<file path="src/rtl/irq_arb_pkg.sv">
// Package: shared constants for the instruction-boundary interrupt arbiter.
// Assumes hardware source k has its vector pair two bytes below source k-1.
package irq_arb_pkg;
    localparam int          VEC_W       = 16;
    localparam logic [15:0] VEC_SWI     = 16'h3FFC;
    localparam logic [15:0] VEC_HW_TOP  = 16'h3FFA;
    localparam int          VEC_STEP    = 2;
endpackage

</file>
<file path="src/rtl/irq_pend_bank.sv">
// Module: one pending latch per maskable source.
// A request sets the latch and the matching acknowledge clears it. When both
// arrive in the same cycle, the set wins, so a fresh request is never lost.
// Assumes requests and acknowledges are synchronous to clk.
module irq_pend_bank #(
    parameter int N_SRC = 4
) (
    input  logic             clk,
    input  logic             rst_n,
    input  logic [N_SRC-1:0] req,
    input  logic [N_SRC-1:0] ack,
    output logic [N_SRC-1:0] pend
);
    for (genvar k = 0; k < N_SRC; k++) begin : g_latch
        // Holds source k until its own acknowledge is seen.
        always_ff @(posedge clk) begin
            if (!rst_n)
                pend[k] <= 1'b0;
            else if (req[k])
                pend[k] <= 1'b1;
            else if (ack[k])
                pend[k] <= 1'b0;
        end

        p_pend_set_r1: assert property (@(posedge clk) disable iff (!rst_n)
            req[k] |=> pend[k]);
        p_pend_hold_r10: assert property (@(posedge clk) disable iff (!rst_n)
            pend[k] && !ack[k] |=> pend[k]);
    end
endmodule

</file>
<file path="src/rtl/irq_swi_order.sv">
// Module: software-interrupt pending flag and the snapshot of the hardware
// sources that were pending when the software interrupt was fetched.
// The snapshot takes the registered pending vector, so a request latched in
// the fetch cycle itself counts as later. An acknowledge removes a bit from
// the snapshot. The software-interrupt acknowledge empties the snapshot.
module irq_swi_order #(
    parameter int N_SRC = 4
) (
    input  logic             clk,
    input  logic             rst_n,
    input  logic             swi_fetch,
    input  logic             ack_swi,
    input  logic [N_SRC-1:0] ack_hw,
    input  logic [N_SRC-1:0] pend,
    output logic             swi_pend,
    output logic [N_SRC-1:0] snap
);
    // Software-interrupt pending latch; a fetch beats a same-cycle acknowledge.
    always_ff @(posedge clk) begin
        if (!rst_n)
            swi_pend <= 1'b0;
        else if (swi_fetch)
            swi_pend <= 1'b1;
        else if (ack_swi)
            swi_pend <= 1'b0;
    end

    // Records which hardware sources must go before the software interrupt.
    always_ff @(posedge clk) begin
        if (!rst_n)
            snap <= '0;
        else if (swi_fetch)
            snap <= pend & ~ack_hw;
        else if (ack_swi)
            snap <= '0;
        else
            snap <= snap & ~ack_hw;
    end

    // The snapshot only names sources that are still pending.
    p_snap_subset_r6: assert property (@(posedge clk) disable iff (!rst_n)
        (snap & ~pend) == '0);
    p_swi_set_r1: assert property (@(posedge clk) disable iff (!rst_n)
        swi_fetch |=> swi_pend);
endmodule

</file>
<file path="src/rtl/irq_select.sv">
// Module: combinational choice made at an instruction boundary.
// Order: first the early hardware sources (only when unmasked), then the
// software interrupt, then any unmasked hardware source. Within a group the
// lowest index wins. Assumes all inputs come from registers or stable inputs.
module irq_select
    import irq_arb_pkg::*;
#(
    parameter int N_SRC = 4,
    parameter int ID_W  = 3
) (
    input  logic             insn_done,
    input  logic             i_mask,
    input  logic             swi_pend,
    input  logic [N_SRC-1:0] pend,
    input  logic [N_SRC-1:0] snap,
    output logic             take,
    output logic [ID_W-1:0]  id,
    output logic [VEC_W-1:0] vec
);
    localparam logic [ID_W-1:0] SWI_ID = ID_W'(N_SRC);

    logic [N_SRC-1:0] early;
    logic [N_SRC-1:0] cand;
    logic [ID_W-1:0]  cand_id;
    logic             use_hw;

    // Early sources are those named in the snapshot, and only when unmasked.
    always_comb early = (snap & pend) & {N_SRC{~i_mask}};

    // Picks the group of hardware candidates that is eligible at this boundary.
    always_comb begin
        if (|early)
            cand = early;
        else if (swi_pend)
            cand = '0;
        else
            cand = pend & {N_SRC{~i_mask}};
    end

    // Priority encoder: the lowest set bit gives the source code.
    always_comb begin
        cand_id = '0;
        for (int k = N_SRC - 1; k >= 0; k--) begin
            if (cand[k])
                cand_id = ID_W'(k);
        end
    end

    // Drives the decision, the code and the vector address.
    always_comb begin
        use_hw = |cand;
        take   = insn_done && (use_hw || swi_pend);
        if (use_hw) begin
            id  = cand_id;
            vec = VEC_HW_TOP - VEC_W'(VEC_STEP) * VEC_W'(cand_id);
        end else begin
            id  = SWI_ID;
            vec = VEC_SWI;
        end
    end
endmodule

</file>
<file path="src/rtl/irq_boundary_arbiter.sv">
// Module: top of the instruction-boundary interrupt arbiter.
// Latches four maskable sources and the software interrupt. At each
// instruction-complete strobe it tells the sequencer whether to take an
// interrupt, which one, and where its vector lives. Assumes the sequencer
// acknowledges the chosen source once it has fetched the vector.
module irq_boundary_arbiter
    import irq_arb_pkg::*;
#(
    parameter int N_HW = 4,
    parameter int ID_W = $clog2(N_HW + 1)
) (
    input  logic             clk,
    input  logic             rst_n,
    input  logic [N_HW-1:0]  hw_req,
    input  logic             swi_fetch,
    input  logic             i_mask,
    input  logic             insn_done,
    input  logic [N_HW-1:0]  ack_hw,
    input  logic             ack_swi,
    output logic             take_irq,
    output logic             set_imask,
    output logic [ID_W-1:0]  src_id,
    output logic [15:0]      vec_addr
);
    localparam logic [ID_W-1:0] SWI_ID = ID_W'(N_HW);

    logic [N_HW-1:0] pend;
    logic [N_HW-1:0] snap;
    logic            swi_pend;

    irq_pend_bank #(.N_SRC(N_HW)) u_pend (
        .clk  (clk),
        .rst_n(rst_n),
        .req  (hw_req),
        .ack  (ack_hw),
        .pend (pend)
    );

    irq_swi_order #(.N_SRC(N_HW)) u_order (
        .clk      (clk),
        .rst_n    (rst_n),
        .swi_fetch(swi_fetch),
        .ack_swi  (ack_swi),
        .ack_hw   (ack_hw),
        .pend     (pend),
        .swi_pend (swi_pend),
        .snap     (snap)
    );

    irq_select #(.N_SRC(N_HW), .ID_W(ID_W)) u_sel (
        .insn_done(insn_done),
        .i_mask   (i_mask),
        .swi_pend (swi_pend),
        .pend     (pend),
        .snap     (snap),
        .take     (take_irq),
        .id       (src_id),
        .vec      (vec_addr)
    );

    // Every take also blocks further maskable interrupts.
    always_comb set_imask = take_irq;

    p_boundary_only_r3: assert property (@(posedge clk) disable iff (!rst_n)
        !insn_done |-> !take_irq);
    p_mask_blocks_r2: assert property (@(posedge clk) disable iff (!rst_n)
        take_irq && i_mask |-> src_id == SWI_ID);
    p_swi_masked_r5: assert property (@(posedge clk) disable iff (!rst_n)
        insn_done && swi_pend && i_mask |-> take_irq && src_id == SWI_ID);
    p_swi_late_r7: assert property (@(posedge clk) disable iff (!rst_n)
        insn_done && swi_pend && (snap & pend) == '0 |-> take_irq && src_id == SWI_ID);
    p_idle_r11: assert property (@(posedge clk) disable iff (!rst_n)
        insn_done && !swi_pend && (i_mask || pend == '0) |-> !take_irq);
    p_vec_even_r9: assert property (@(posedge clk) disable iff (!rst_n)
        take_irq |-> !vec_addr[0]);
endmodule

</file>
<file path="config.mk">
export PLATFORM = sky130hd
export DESIGN_NAME = irq_boundary_arbiter
export DESIGN_NICKNAME = d
export VERILOG_FILES = /design/src/rtl/irq_arb_pkg.sv /design/src/rtl/irq_pend_bank.sv /design/src/rtl/irq_swi_order.sv /design/src/rtl/irq_select.sv /design/src/rtl/irq_boundary_arbiter.sv
export SDC_FILE = /design/constraint.sdc
export NUM_CORES = 1
export LEC_CHECK = 0
export CAP_MARGIN = 40
export CELL_PAD_IN_SITES_DETAIL_PLACEMENT = 0
export CELL_PAD_IN_SITES_GLOBAL_PLACEMENT = 1
export CORE_ASPECT_RATIO = 0.6
export CORE_MARGIN = 1.5
export CORE_UTILIZATION = 26
export CTS_BUF_LIST = sky130_fd_sc_hd__clkbuf_8
export CTS_CLUSTER_DIAMETER = 30
export CTS_CLUSTER_SIZE = 28
export DETAILED_ROUTE_END_ITERATION = 6
export PLACE_DENSITY_LB_ADDON = 0.1
export SYNTH_ARGS = -nofsm -noshare
export SYNTH_HDL_FRONTEND = slang
export SYNTH_SLANG_ARGS = --single-unit
</file>
<file path="constraint.sdc">
create_clock -name clk -period 1.6 [get_ports clk]
set_clock_uncertainty 0.05 [all_clocks]
set_input_delay 0.16 -clock clk [delete_from_list [all_inputs] [get_ports clk]]
set_output_delay 0.16 -clock clk [all_outputs]
set_load 0.05 [all_outputs]
</file>
; Word-level counts from Yosys, hierarchy flattened
; Cells that the tools add are included.
; Widths: inputs -> output; s select.
[op_classes]
addsub = 1
bitwise_logic = 7
mux = 20
n_reduce_logical = 9
[op_table]
columns = op, count
row1 = $and 4x4->4, 5
row2 = $mux 16, 1
row3 = $mux 4, 4
row4 = $sub 14x3->15 const A, 1
row5 = $mux 1, 10
row6 = $reduce_bool 2->1, 5
row7 = $mux 2, 4
row8 = $reduce_or 4->1, 2
row9 = $not 4->4, 1
row10 = $mux 3, 1
row11 = $logic_and 1x1->1, 1
row12 = $logic_or 1x1->1, 1
row13 = $not 1->1, 1
[word_totals]
inputBits = 14
out_inout_bits = 21
wordCells = 43
reg_bits = 9

; Depth between registers and ports, before layout
[depth]
depth_word = 10
ltp_mapped = 5

; Hierarchy
; From an unflattened synthesis, not the netlist that was laid out.
[unflattened]
cells_unflattened = 78
area_unflattened_um2 = 674.4
[modules_own_cells]
columns = module, instances, seq_area_each_um2, area_each_um2, cells_each
row1 = irq_select, 1, 0.0, 292.8, 42
row2 = irq_swi_order, 1, 100.1, 209.0, 23
row3 = irq_pend_bank, 1, 80.1, 165.2, 12
row4 = irq_boundary_arbiter, 1, 0.0, 7.5, 1

; Worst setup path after synthesis
; Ideal clock, no wire load.
[synth_timing]
kind = reg-to-output
startpoint = reg u_order.snap[3]
endpoint = out vec_addr[1]
setup_slack_ns = -0.586
required_ns = 1.390
t_arrival_ns = 1.976
path_stages_with_launch = 4
path_buffers = 0
path_cell_list = dfxtp_1 a222oi_1 a32oi_1 o21ai_0
[synth_via]
elab_chain_len = 10
[synth_rtl]
columns = item, line_no
row1 = from (decl), irq_swi_order.sv:16  ; output logic [N_SRC-1:0] snap
row2 = from (signal assigned), irq_swi_order.sv:33  ; snap <= pend & ~ack_hw;
row3 = from (signal assigned), irq_swi_order.sv:37  ; snap <= snap & ~ack_hw;
row4 = $and 4x4->4 * (2 in a row), irq_select.sv:28  ; always_comb early = (snap & pend) & {N_SRC{~i_mask}};
row5 = $reduce_or 4->1, irq_select.sv:32  ; if (|early)
row6 = $mux 4 *, irq_select.sv:32
row7 = $mux 2 (4 in a row), irq_select.sv:44  ; if (cand[k])
row8 = $sub 14x3->15, irq_select.sv:55  ; vec = VEC_HW_TOP - VEC_W'(VEC_STEP) * VEC_W'(cand_id);
row9 = $mux 16 *, irq_select.sv:53  ; if (use_hw) begin
row10 = to (decl), irq_boundary_arbiter.sv:23  ; output logic [15:0] vec_addr
; Every way passes the cells marked *; elsewhere a longest branch is shown, timed or not.

; Worst setup path after layout
[layout_timing]
startpoint = reg u_order.snap[3]
endpoint = out src_id[1]
[layout_via]
elab_chain_len = 9
[layout_rtl]
columns = item, line_no
row1 = $and 4x4->4 * (2 in a row), irq_select.sv:28
row2 = $reduce_or 4->1, irq_select.sv:32
row3 = $mux 4 *, irq_select.sv:32
row4 = $mux 2 (4 in a row), irq_select.sv:44
row5 = $mux 3 *, irq_select.sv:53
row6 = to (decl), irq_boundary_arbiter.sv:22  ; output logic [ID_W-1:0] src_id,
; Marked as above.

==> impl_metrics.csv <==
group,metric,value,unit
die,rows,13,
yosys,ys_warn_count,0,
yosys,yosysUniqueCellTypes,22,
worst_setup_path,worst_setup_path_end_kind,"output port",
grt,grt-busiest-layer,"met2",
finish,fin_area,1130,um2
place,place_ws,-0.302,ns
route,via_per_inst,4.20,
pwr,power,0.000868,W
clocking,cts_sinks,9,
finish,synthToLayoutAreaGrowth,88.5,%
finish,n_fill_cell,204,
clocking,cts_tree,"built",
worst_setup_path,required,1.39,ns
yosys,yosysTopAreaCell,"dfxtp_1",
sta,final-max-slew-violation-count,0,
die,die_area,2610,um2
worst_setup_path,path_class,"reg -> out",
sta,setup_viol,8,
route,drc_errors,0,
route,vias,597,
sta,setup_slack,-0.295,ns
finish,nets,127,
yosys,syn_area_per_cell,8.31,um2
grt,grt_max_degree,10,
place,gp_congestion,0.747,
worst_setup_path,cp_max_fo,3,
yosys,synth_area,598,um2
yosys,syn_inst,72,
route,firstDrtPassIters,4,
grt,grt_usage,12.5,%
run,cap_viol_max_count,0,
place,port_buffers,21,
run_status,outcome,"finished, violations left",
grt,grt_pass1_vias,486,
sta,rsz0062_at_grt,"yes",
clocking,cts_buffer_depth,2,
route,first_iter_violations,15,
route,wl_per_cell,11.2,um
sta,hold_viol,0,
grt,gr-usage-met2,17.5,%
sta,post-route-period-util,118,%
yosys,yosysTopAreaCellShare,30.1,%
place,placed_area,972,um2
worst_setup_path,worstSetupStartpointType,"flip-flop",
clocking,numCtsBuffers,3,
place,place_hpwl,1140,um
finish,register_area,195,um2
worst_setup_path,worst_path_max_delay_cell,"a222oi_1",
yosys,ys_seq_elements,9,
worst_setup_path,crit_chain,"a222oi_1, buf_4, a32oi_4, o21ai_2, buf_6, nor2b_4, buf_12",
yosys,seq_area_frac_synth,30.1,%
min_path,hold_path_class,"in -> reg",
grt,grt_use_met3,4.49,%
route,finalWirelength,1590,um
die,core,2160,um2
pwr,power.leakage,0.471,nW
grt,grt_remaining_overflow,0,
worst_setup_path,cpPeakStageDelay,0.34,ns
finish,antenna-diode-count,0,
worst_setup_path,arrival,1.68,ns
sta,timing.fmax,528,MHz
finish,multiInputGateArea,422,um2
grt,antenna_found_initial,0,
clocking,cts_hold_buffers,0,
die,ios,35,
finish,post-route-util,52.1,%
yosys,synthTopCellsByArea,"dfxtp_1, buf_4, nor3b_1",
pwr,p_per_area,770,nW/um2
grt,grtUsageMet1,17.3,%
grt,grt_pass1_wl,2320,um
sta,fin_crit,1.89,ns
die,start_util,27.6,%
clocking,clkLatencyLatePin,0.23,ns
clocking,cts-root-buf,"clkbuf_8",
clocking,clkSlewWorstSetupHoldPaths,0.05,ns
route,ant_nets,0,
die,dieWidth,64.9,um
pwr,ir_drop,0.394,mV
finish,drive_above_1_share,47.3,%
clocking,htree_levels,1,
die,die_h,40.2,um
run_status,violations,"negative setup slack",
placed cells by master, fill, tap and decap left out, drive strengths merged:
cell and instances:
nor2b 6, inv 3, nor2 3, o21ai 2, conb 13, a32oi 1, o31a 1, a21oi 5
a222oi 1, o21a 6, dfxtp 9, buf 27, a22oi 3, nor3b 9, nand2b 1, dlymetal6s2s 1
nand3 1, a21o 1, nand2 3, clkdlybuf4s50 12, clkbuf 3, a211oi 1
repair_timing:
action,4_1_cts,5_1_grt
pin swaps,3,6
endpoints found under the hold margin,0,0
setup buffers,1,2
gates resized for setup,15,12
setup endpoints to repair,8,8
cell type report:
cell class	instances	area share, %
Multi-Input combinational cell	57	37.4
Clock buffer	3	3.66
Tap cell	30	3.33
Clock inverter	1	0.333
Timing Repair Buffer	40	37.3
Inverter	2	0.666
Sequential cell	9	17.3
layer usage:
layer	share of wire, %	routed length, um
met5	0	0
met4	0	0
met3	6.4	101
met2	43	678
met1	51	805
where the power goes:
group / leakage (nW) / internal, W / switching [W]
clock: 0.0269 / 0.000167 / 0.0000877
sequential: 0.0777 / 0.000235 / 0.0000107
combinational: 0.366 / 0.000158 / 0.000210
critical path: cells and delay by family (launching register included):
family,cells,cell delay (ns)
AOI/OAI and AO/OA,3,0.51
and+or+nand+nor,1,0.15
DFF,1,0.31
buffers and inverters,3,0.49
logic make-up (layout without fill, tap and decap cells):
group	Yosys count	count (layout)	synth area share (%)
AOI/OAI and AO/OA	21	21	25.1
buffers and inverters	17	46	19.5
DFF	9	9	30.1
other	2	13	1.26
and+or+nand+nor	23	23	24.1
sequential cells by signal, summed over array words and instances, names as in the netlist:
register          flops
u_order.swi_pend      1
u_pend.pend           4
u_order.snap          4
synthesized netlist by cell type:
cell type / instances
a21oi_1: 5
nand2_1: 3
nor2_1: 3
conb_1: 2
o21ai_1: 1
o21a_1: 6
a22oi_1: 3
nand2b_1: 1
o31a_1: 1
a32oi_1: 1
a21o_1: 1
nor3b_2: 1
o21ai_0: 1
nand3_1: 1
buf_4: 14
inv_1: 2
a211oi_2: 1
nor3b_1: 8
nor2b_1: 6
a222oi_1: 1
clkbuf_1: 1
dfxtp_1: 9
worst paths after layout:
path | from | endpoint | slack (ns) | depth (start not counted)
worst max-delay path | u_order.snap[3]$_SDFF_PN0_ | src_id[1] | -0.29 | 7
worst min-delay path | ack_hw[0] | u_order.snap[0]$_SDFF_PN0_ | 0.44 | 2
worst max register to register | u_order.snap[2]$_SDFF_PN0_ | u_order.snap[2]$_SDFF_PN0_ | 0.55 | 4
worst min register to register | u_order.snap[1]$_SDFF_PN0_ | u_order.snap[1]$_SDFF_PN0_ | 0.54 | 2
per-stage QoR:
step / hold slack [ns] / TNS (ns) / instances
floorplan: 0.179 / -0.502 / 83
global placement: 0.568 / -1.18 / 136
detailed placement: 0.532 / -1.28 / 136
CTS: 0.451 / -1.77 / 140
global route: 0.456 / -2.36 / 142
finish: 0.444 / -1.88 / 142
No activity file was read; power rests on OpenSTA's default activity.
